===== src/rtl/pixel_concentrator.sv =====
module pixel_concentrator #(
  parameter int W     = 12,
  parameter int NSRC  = 5,
  parameter int SPS   = 6,
  parameter int DEPTH = 16
) (
  input  logic              clk,
  input  logic              rst_n,
  input  logic [NSRC*W-1:0] src_data,
  input  logic [NSRC-1:0]   src_wr,
  input  logic              data_valid,
  output logic [W-1:0]      a_data,
  output logic              a_vld,
  output logic [W-1:0]      b_data,
  output logic              b_vld,
  output logic              ovl_flag
);
  localparam int PER   = 3;
  localparam int BURST = PER * SPS;
  localparam int CW    = $clog2(BURST);
  localparam int SW    = $clog2(PER);
  localparam int AW    = $clog2(DEPTH);

  logic          busy_q, pend_q;
  logic [CW-1:0] cnt_q;
  logic [SW-1:0] sel;
  logic          last;
  logic [W-1:0]  head [2][PER];

  assign sel  = SW'(cnt_q / CW'(SPS));
  assign last = (cnt_q == CW'(BURST - 1));

  for (genvar c = 0; c < 2; c++) begin : g_ch
    for (genvar j = 0; j < PER; j++) begin : g_fifo
      localparam int S = 2 * c + j;
      logic [W-1:0]  mem [DEPTH];
      logic [AW-1:0] wp, rp;
      logic [AW:0]   fill;
      logic          push, pop;

      assign push = src_wr[S] && (fill != (AW+1)'(DEPTH));
      assign pop  = busy_q && (sel == SW'(j)) && (fill != '0);
      assign head[c][j] = (fill != '0) ? mem[rp] : '0;

      always_ff @(posedge clk) begin
        if (push) mem[wp] <= src_data[S*W +: W];
      end

      always_ff @(posedge clk) begin
        if (!rst_n) begin
          wp   <= '0;
          rp   <= '0;
          fill <= '0;
        end else begin
          if (push) wp <= wp + 1'b1;
          if (pop)  rp <= rp + 1'b1;
          fill <= fill + (AW+1)'(push) - (AW+1)'(pop);
        end
      end
    end
  end

  always_ff @(posedge clk) begin
    if (!rst_n) begin
      busy_q   <= 1'b0;
      pend_q   <= 1'b0;
      cnt_q    <= '0;
      ovl_flag <= 1'b0;
    end else if (!busy_q) begin
      if (data_valid) begin
        busy_q <= 1'b1;
        cnt_q  <= '0;
      end
    end else begin
      if (data_valid) ovl_flag <= 1'b1;
      if (last) begin
        cnt_q  <= '0;
        busy_q <= pend_q || data_valid;
        pend_q <= 1'b0;
      end else begin
        cnt_q <= cnt_q + 1'b1;
        if (data_valid) pend_q <= 1'b1;
      end
    end
  end

  always_ff @(posedge clk) begin
    if (!rst_n) begin
      a_vld  <= 1'b0;
      b_vld  <= 1'b0;
      a_data <= '0;
      b_data <= '0;
    end else begin
      a_vld  <= busy_q;
      b_vld  <= busy_q;
      a_data <= busy_q ? head[0][sel] : '0;
      b_data <= busy_q ? head[1][sel] : '0;
    end
  end
endmodule



===== config.mk =====
export PLATFORM = sky130hd
export DESIGN_NAME = pixel_concentrator
export DESIGN_NICKNAME = d
export VERILOG_FILES = /design/src/rtl/pixel_concentrator.sv
export SDC_FILE = /design/constraint.sdc
export NUM_CORES = 1
export LEC_CHECK = 0
export ABC_AREA = 1
export CAP_MARGIN = 5
export CELL_PAD_IN_SITES_DETAIL_PLACEMENT = 0
export CELL_PAD_IN_SITES_GLOBAL_PLACEMENT = 1
export CORE_MARGIN = 2
export CORE_UTILIZATION = 50
export CTS_BUF_LIST = sky130_fd_sc_hd__clkbuf_8
export DETAILED_ROUTE_END_ITERATION = 7
export GPL_TIMING_DRIVEN = 1
export PLACE_DENSITY_LB_ADDON = 0.12
export SLEW_MARGIN = 20
export SYNTH_ARGS = -nofsm -noshare
export SYNTH_HDL_FRONTEND = slang
export SYNTH_SLANG_ARGS = --single-unit

===== constraint.sdc =====
create_clock -name clk -period 4.8 [get_ports clk]
set_input_delay 0.72 -clock clk [delete_from_list [all_inputs] [get_ports clk]]
set_output_delay 0.72 -clock clk [all_outputs]
set_load 0.05 [all_outputs]

==> impl_metrics.ini, run 1 <==
[status]
result_of_the_run = completed

[setup_path]
cp.arrival_ns = 3.97
worstReg2RegEnd = g_ch[1].g_fifo[0].fill[4]$_SDFF_PN0_
cp_slowest_cell = sky130_fd_sc_hd__dfxtp_1
startpoint_class = flip-flop
cp.required_ns = 5.55
path_buf_inv = 4
r2r.worst_path.cells = 18
critical_path.endpoint_type = flip-flop
crit_fanout = 13
regToRegStartpoint = cnt_q[0]$_SDFFE_PN0P_
crit_family = simple AND/OR/NAND/NOR gates
slowest_delay_ns = 0.41
critical_path.cell_chain = inv_1, ha_1, o21ai_0, nand3_2, inv_2, nand2_2, nor2_4, nand2_2, nor2_2, inv_1, nand2_1, ha_1, inv_1, fa_1, nor3_1, a211oi_1, o21ai_0, a21oi_1
worstSetupPathType = reg -> reg
cpMostUsedCell = sky130_fd_sc_hd__inv_1
setup.reg_to_reg.worst_slack_ns = 1.57

[synth]
synth_sequential_area_ratio = 0.6714
synth.lib_cells_used.distinct = 35
main_combinational_cell_family_by_area_after_synthesis = simple AND/OR/NAND/NOR gates
ys.flop_type = sky130_fd_sc_hd__edfxtp_1
muxShareOfSynthArea = 0
synth_edf_count = 1152
biggest_area_contributors_in_the_synthesized_netlist = sky130_fd_sc_hd__edfxtp_1 62%, sky130_fd_sc_hd__nand2_1 12%, sky130_fd_sc_hd__nand3_1 7.3%
synth_fa_ha_area_frac = 0.01680
synth.net_count = 5605
ys_async_sr_fraction = 0
synth_seq_cells = 1287
yosys.area_share.xor_xnor = 0.004257
synth_largest_type_area_fraction = 0.6227
postSynthCellCount = 5466
syn_avg_cell_area_um2 = 10.16
post_synth_and_or_nand_nor_area_fraction = 0.2094
ys.warnings.count = 0
complex_gate_fraction_of_the_synthesized_area = 0.01845
synth.cell_area_mm2 = 0.05555
synth_top_cells_by_count = 1775 x sky130_fd_sc_hd__nand2_1, 1152 x sky130_fd_sc_hd__edfxtp_1, 848 x sky130_fd_sc_hd__inv_1
post-synth-top-count-cell = sky130_fd_sc_hd__nand2_1
synth_top_cell_by_area = sky130_fd_sc_hd__edfxtp_1

[placed_design]
finalWeightedCongestion = 0.8686
post-place-ws_ns = 1.470
buffer_ports.inserted = 94
placedCellCount = 6854
hpwlAfterDp_um = 85160

[timing]
fin_hold_ws_ns = 0.2592
fin_setup_tns_ns = 0
unrepaired_setup_endpoints_after_global_routing = no
layout_min_cycle_time_ns = 3.226
clock.fmax_mhz = 310.0
max-slew-margin-rel = 0.2466
hold_viol_final = 0
setup_slack_ns = 1.574
finalClockSkew_ns = 0.03059
setup_viol = 0
period_share = 0.6720
drv_slew = 0
actual_transition_at_the_worst_max_transition_pin_ns = 1.126

[detailed_routing]
drt.antenna.violating_nets = 0
drc_errors = 0
dr.first_iter.drc_count = 2941
count_of_vias_placed_by_the_detailed_router = 36511
route.detailed.vias_per_inst = 5.033
drt_pass1_iterations = 7
route.detailed.wl_per_inst_um = 18.99
aggregate_routed_wire_length_um = 137800

[clock_network]
insertion_delay_ns = 0.88
cts-buffers-inserted = 211
clk_root_buffer_cell = sky130_fd_sc_hd__clkbuf_8
cts-hold-fix-buffers = 0
resized_gates_after_cts = 0
path_clk_slew_ns = 0.07
post_cts_buffers = 0
tritoncts = built
clock_tree.htree_level_count = 4
clkSinkCount = 1287
maximum_root_to_sink_buffer_count = 3

[cells_and_area]
area_growth_pct = 11.06
fillerInstances = 9841
final_layout_size_suffix_gt1_frac = 0.07077
final-instance-count-excl-fill = 7255
finish.net_count = 5719
final_util = 0.5590

[grt]
antenna_found_initial = 3
grt_use_met2 = 0.4030
maximum_number_of_pins_on_one_net_before_global_route_repair = 84
global_route.usage.met1 = 0.3304
grt_overflow = 0
global_routing_usage_on_met3 = 0.03212
busiest_grt_layer = met2
groute.usage.overall = 0.2438
first_global_vias = 35141
grt_first_pass_wirelength_um = 208400

[power]
p_per_area_mw_per_mm2 = 413.5
leakagePower_nw = 25.90
power.ir.vdd_worst_mv = 0.2456

[floorplan]
core_region_area_mm2 = 0.1104
standard_cell_row_count = 122
floorplan.initialDensity = 0.5033
die_area_mm2 = 0.1138
die_height_um = 337.3
die_w_um = 337.3
boundaryPins = 95

[job]
timing.max_cap.violations = 0

[min_path]
worstHoldEndpoint = g_ch[1].g_fifo[2].fill[1]$_SDFF_PN0_
min_path_cells = 3
timing.hold.worst.start = rst_n
hp-class = in -> reg
==> where the power goes <==
part	internal (mW)	total (mW)	switching, mW
combinational	1.01	3.51	2.50
sequential	12.7	13.0	0.273
clock	4.65	9.04	4.39
total	18.3	25.5	7.17
==> routing by layer <==
| metal | vias up | part of all wire |
|---|---|---|
| li1 | 18026 | - |
| met1 | 17160 | 0.43 |
| met2 | 1068 | 0.48 |
| met3 | 257 | 0.055 |
| met4 | 0 | 0.030 |
| met5 | - | 0 |
==> worst max-delay path by stage <==
stage | slack [ns] | endpoint | cells after the start | start
after global routing | 1.22 | g_ch[1].g_fifo[0].fill[4]$_SDFF_PN0_ | 18 | cnt_q[0]$_SDFFE_PN0P_
after floorplan | 2.11 | g_ch[0].g_fifo[0].fill[4]$_SDFF_PN0_ | 18 | cnt_q[0]$_SDFFE_PN0P_
after detailed placement | 1.47 | g_ch[1].g_fifo[0].mem[2][5]$_DFFE_PP_ | 5 | src_wr[2]
after global placement | 1.51 | g_ch[1].g_fifo[0].mem[3][1]$_DFFE_PP_ | 5 | src_wr[2]
final | 1.57 | g_ch[1].g_fifo[0].fill[4]$_SDFF_PN0_ | 18 | cnt_q[0]$_SDFFE_PN0P_
after CTS | 1.60 | g_ch[1].g_fifo[0].fill[4]$_SDFF_PN0_ | 18 | cnt_q[0]$_SDFFE_PN0P_
==> area by class of cell <==
cell class / instances / area [um^2] / area share
flip-flops and latches: 1287 / 37330 / 0.6050
well taps: 1488 / 1862 / 0.03018
clock buffers: 227 / 3124 / 0.05064
clock inverters: 171 / 894.6 / 0.01450
multi-input cells: 3065 / 13880 / 0.2250
diodes: 2 / 5.005 / 0.00008112
repair buffers: 149 / 1349 / 0.02186
inverters: 866 / 3253 / 0.05273
==> per-stage QoR <==
step	power (mW)	area [um^2]
6_report	25.51	61700
3_3_place_gp	16.67	57610
5_1_grt	26.63	61690
4_1_cts	25.71	61630
3_5_place_dp	16.69	57610
2_1_floorplan	15.36	55550
==> cell families after synthesis <==
logic type / after synthesis
XOR/XNOR: 27
AND/OR/NAND/NOR: 2789
flip-flops: 1287
adder cells (fa/ha/maj): 71
AO/OA/AOI/OAI: 178
buffers and inverters: 1114
==> registers in the layout, summed over array words and instances (netlist names), 5 cells and up, named ones only <==
| register | count |
|---|---|
| b_data | 12 |
| g_ch.g_fifo.rp | 24 |
| a_data | 12 |
| g_ch.g_fifo.mem | 1152 |
| g_ch.g_fifo.wp | 24 |
| cnt_q | 5 |
| g_ch.g_fifo.fill | 30 |
==> tightest hold or removal path: stages <==
cell,delay (ns)
sky130_fd_sc_hd__buf_2,0.23
sky130_fd_sc_hd__nand2_1,0.10
sky130_fd_sc_hd__inv_1,0.03
==> layout by cell type (no fill, tap or decap), drive strengths merged <==
master / instances
inv: 951
nand4: 9
diode: 2
dfxtp: 135
a211oi: 6
nor3: 5
nand2: 1785
ha: 65
nor2: 177
a31oi: 2
buf: 56
clkbuf: 227
xnor2: 8
o311ai: 1
bufinv: 5
nand3: 813
o21a: 2
o211ai: 41
o221ai: 1
xor2: 19
o21ai: 49
clkdlybuf4s50: 93
o22ai: 1
clkinvlp: 4
fa: 6
edfxtp: 1152
clkinv: 77
a21oi: 75
Note: power is estimated with default switching activity, not from simulation.
==> run 2: changes to the inputs <==
--- a/config.mk
+++ b/config.mk
@@ -10,7 +10,7 @@
 export CELL_PAD_IN_SITES_DETAIL_PLACEMENT = 0
 export CELL_PAD_IN_SITES_GLOBAL_PLACEMENT = 1
 export CORE_MARGIN = 2
-export CORE_UTILIZATION = 50
+export CORE_UTILIZATION = 47
 export CTS_BUF_LIST = sky130_fd_sc_hd__clkbuf_8
 export DETAILED_ROUTE_END_ITERATION = 7
 export GPL_TIMING_DRIVEN = 1
==> constraint.sdc (replaced) <==
create_clock -name clk -period 2.85 [get_ports clk]
set_input_delay 0.4275 -clock clk [delete_from_list [all_inputs] [get_ports clk]]
set_output_delay 0.4275 -clock clk [all_outputs]
set_load 0.05 [all_outputs]
==> run 2 against run 1 <==
Compared with the run above:
- first-iteration DRC count down 13%
- die area up 6.3%
- total power up 68%
- clock power up 66%
- register-to-register slack worse by 1.4 ns
- combinational power up 76%
- cell count up 2.6%
- count of clock-buffer cells in the layout up 13
- non-clock buffer count up 157
- via count up 0.53%
- clock skew up 0.016 ns
- critical path type unchanged
- highest routed layer is now met5
==> impl_metrics.ini, run 2 (same netlist as run 1, synthesis figures left out) <==
[cells_and_area]
finish.net_count = 5879
reg.largest.list = g_ch.g_fifo.mem: 1152 flops, g_ch.g_fifo.fill: 30 flops
finish.instance_area_mm2 = 0.06306
regMostFlops = g_ch.g_fifo.mem
most-common-layout-cells = 1772 x sky130_fd_sc_hd__nand2_1, 1152 x sky130_fd_sc_hd__edfxtp_1, 935 x sky130_fd_sc_hd__inv_1
area_growth_pct = 13.51
number_of_flip_flops_in_the_largest_register = 1152
final_util = 0.5362
final_layout_size_suffix_gt1_frac = 0.09239
fillerInstances = 10419
final_common_cell = sky130_fd_sc_hd__nand2_1

[grt]
grt_overflow = 0
antenna_found_initial = 4
maximum_number_of_pins_on_one_net_before_global_route_repair = 110
grt_first_pass_wirelength_um = 208500
first_global_vias = 35732
groute.usage.overall = 0.2244

[setup_path]
setup.reg_to_reg.worst_slack_ns = 0.20
path_buf_inv = 4
crit_family = simple AND/OR/NAND/NOR gates
critical_path.endpoint_type = flip-flop
cp_slowest_cell = sky130_fd_sc_hd__fa_1
cpMostUsedCell = sky130_fd_sc_hd__inv_2
worstReg2RegEnd = g_ch[1].g_fifo[1].fill[4]$_SDFF_PN0_
regToRegStartpoint = cnt_q[3]$_SDFFE_PN0P_
critical_path.cell_chain = inv_2, nor2_4, nand2_1, ha_4, nand2_2, inv_2, nand2_4, nor2_4, nand2_2, nor2_1, inv_2, nand2_1, ha_1, inv_1, fa_1, nor3_1, a211oi_1, o21ai_0, a21oi_1
crit_fanout = 5
slowest_delay_ns = 0.39
r2r.worst_path.cells = 19
worstSetupPathType = reg -> reg
cp.arrival_ns = 3.38
cp.required_ns = 3.58
startpoint_class = flip-flop

[detailed_routing]
dr.first_iter.drc_count = 2549
route.detailed.vias_per_inst = 4.929
drt_pass1_iterations = 5
drc_errors = 0
route.detailed.wl_per_inst_um = 18.11
drt.antenna.violating_nets = 0
aggregate_routed_wire_length_um = 134900
count_of_vias_placed_by_the_detailed_router = 36706

[power]
netSwitchingPower_mw = 11.88
share_clk_of_total_power = 0.350
share_seq_of_total_power = 0.506
power.ir.vdd_worst_mv = 0.4078
cell_internal_pwr_mw = 30.99
leakagePower_nw = 26.80
power.total_mw = 42.87
share_comb_of_total_power = 0.144
netSwitchingFraction = 0.2770
p_per_area_mw_per_mm2 = 679.9

[timing]
period_share = 0.9281
setup_viol = 0
max-slew-margin-rel = 0.4860
clock.fmax_mhz = 378.1
layout_min_cycle_time_ns = 2.645
drv_slew = 0
setup_slack_ns = 0.2050
unrepaired_setup_endpoints_after_global_routing = yes
actual_transition_at_the_worst_max_transition_pin_ns = 0.7702
finalClockSkew_ns = 0.04609
hold_viol_final = 0

[clock_network]
tritoncts = built
clock_tree.htree_level_count = 4
path_clk_slew_ns = 0.06
clkSinkCount = 1287
clk_root_buffer_cell = sky130_fd_sc_hd__clkbuf_8
cts-buffers-inserted = 214
maximum_root_to_sink_buffer_count = 3
insertion_delay_ns = 0.88

[placed_design]
hpwlAfterDp_um = 80970
post_dp_cell_area_mm2 = 0.05903
post-place-ws_ns = 0.06767
finalWeightedCongestion = 0.7995
buffer_ports.inserted = 94

[min_path]
timing.hold.worst.start = src_wr[0]
min_path_cells = 3
worstHoldEndpoint = g_ch[0].g_fifo[0].wp[1]$_SDFFE_PN0P_
hp-class = in -> reg

[floorplan]
boundaryPins = 95
standard_cell_row_count = 126
die_height_um = 347.8
die_area_mm2 = 0.1210
core_region_area_mm2 = 0.1176
floorplan.initialDensity = 0.4723
die_w_um = 347.8

[job]
timing.max_cap.violations = 0

[status]
result_of_the_run = completed
## run 2: cell types whose count changed in the layout (fill, tap and decap cells not counted), sizes merged
cell | before | now
buf | 56 | 212
clkinv | 77 | 47
clkbuf | 227 | 240
inv | 951 | 956
bufinv | 5 | 1
clkinvlp | 4 | 8
diode | 2 | 1
dlygate4sd3 | 0 | 1
## run 2: worst max path at each step
stage / from / end / depth (start not counted)
after global placement: cnt_q[3]$_SDFFE_PN0P_ / g_ch[0].g_fifo[2].fill[4]$_SDFF_PN0_ / 17
after floorplan: cnt_q[0]$_SDFFE_PN0P_ / g_ch[0].g_fifo[0].fill[4]$_SDFF_PN0_ / 18
after global routing: cnt_q[3]$_SDFFE_PN0P_ / g_ch[1].g_fifo[1].fill[4]$_SDFF_PN0_ / 19
final: cnt_q[3]$_SDFFE_PN0P_ / g_ch[1].g_fifo[1].fill[4]$_SDFF_PN0_ / 19
after CTS: cnt_q[3]$_SDFFE_PN0P_ / g_ch[0].g_fifo[1].fill[4]$_SDFF_PN0_ / 19
after detailed placement: cnt_q[3]$_SDFFE_PN0P_ / g_ch[0].g_fifo[1].fill[4]$_SDFF_PN0_ / 19
## run 2: metal layers
metal	global-route usage	vias to the layer above	part of all wire
met2	0.3751	782	0.48
li1	-	18317	-
met4	0.07094	4	0.026
met5	0	-	0.00020
met1	0.3005	17356	0.45
met3	0.03601	247	0.044
## run 2: timing repair
item	CTS	global route
buffers inserted	0	2
hold buffers	1	0
setup endpoints to repair	0	6
gates resized for setup	0	20
endpoints found under the hold margin	15	0
## run 2: power by group through the flow
| stage | logic (mW) | registers (mW) | clock network, mW |
|---|---|---|---|
| 6_report | 6.18 | 21.7 | 15.0 |
| 5_1_grt | 6.94 | 21.8 | 16.2 |
| 4_1_cts | 6.20 | 21.7 | 15.4 |
| 3_5_place_dp | 6.17 | 22.1 | 0 |
| 3_3_place_gp | 6.14 | 22.1 | 0 |
| 2_1_floorplan | 3.72 | 22.2 | 0 |
## run 2: layout make-up
class / count / area (um^2) / area share
timing repair buffer: 306 / 2730 / 0.04330
clock buffer: 240 / 3303 / 0.05239
sequential: 1287 / 37330 / 0.5920
clock inverter: 146 / 634.4 / 0.01006
multi-input combinational: 3065 / 13880 / 0.2202
tap: 1536 / 1922 / 0.03048
antenna: 1 / 2.502 / 0.00003969
inverter: 866 / 3252 / 0.05157
## run 2: worst register-to-register path, stage by stage, from the launching register on
cell	delay, ns
sky130_fd_sc_hd__dfxtp_2	0.33
sky130_fd_sc_hd__inv_2	0.11
sky130_fd_sc_hd__nor2_4	0.04
sky130_fd_sc_hd__nand2_1	0.13
sky130_fd_sc_hd__ha_4	0.15
sky130_fd_sc_hd__nand2_2	0.08
sky130_fd_sc_hd__inv_2	0.10
sky130_fd_sc_hd__nand2_4	0.10
sky130_fd_sc_hd__nor2_4	0.11
sky130_fd_sc_hd__nand2_2	0.06
sky130_fd_sc_hd__nor2_1	0.15
sky130_fd_sc_hd__inv_2	0.05
sky130_fd_sc_hd__nand2_1	0.06
sky130_fd_sc_hd__ha_1	0.15
sky130_fd_sc_hd__inv_1	0.05
sky130_fd_sc_hd__fa_1	0.39
sky130_fd_sc_hd__nor3_1	0.18
sky130_fd_sc_hd__a211oi_1	0.08
sky130_fd_sc_hd__o21ai_0	0.15
sky130_fd_sc_hd__a21oi_1	0.05
## run 2: per-stage QoR
step	std cells	hold slack, ns	setup TNS (ns)
6_report	7447	0.2173	0
5_1_grt	7447	0.1737	-0.03751
4_1_cts	7444	0.1215	0
3_5_place_dp	7057	0.4939	0
3_3_place_gp	7057	0.4918	0
2_1_floorplan	5466	0.4785	0
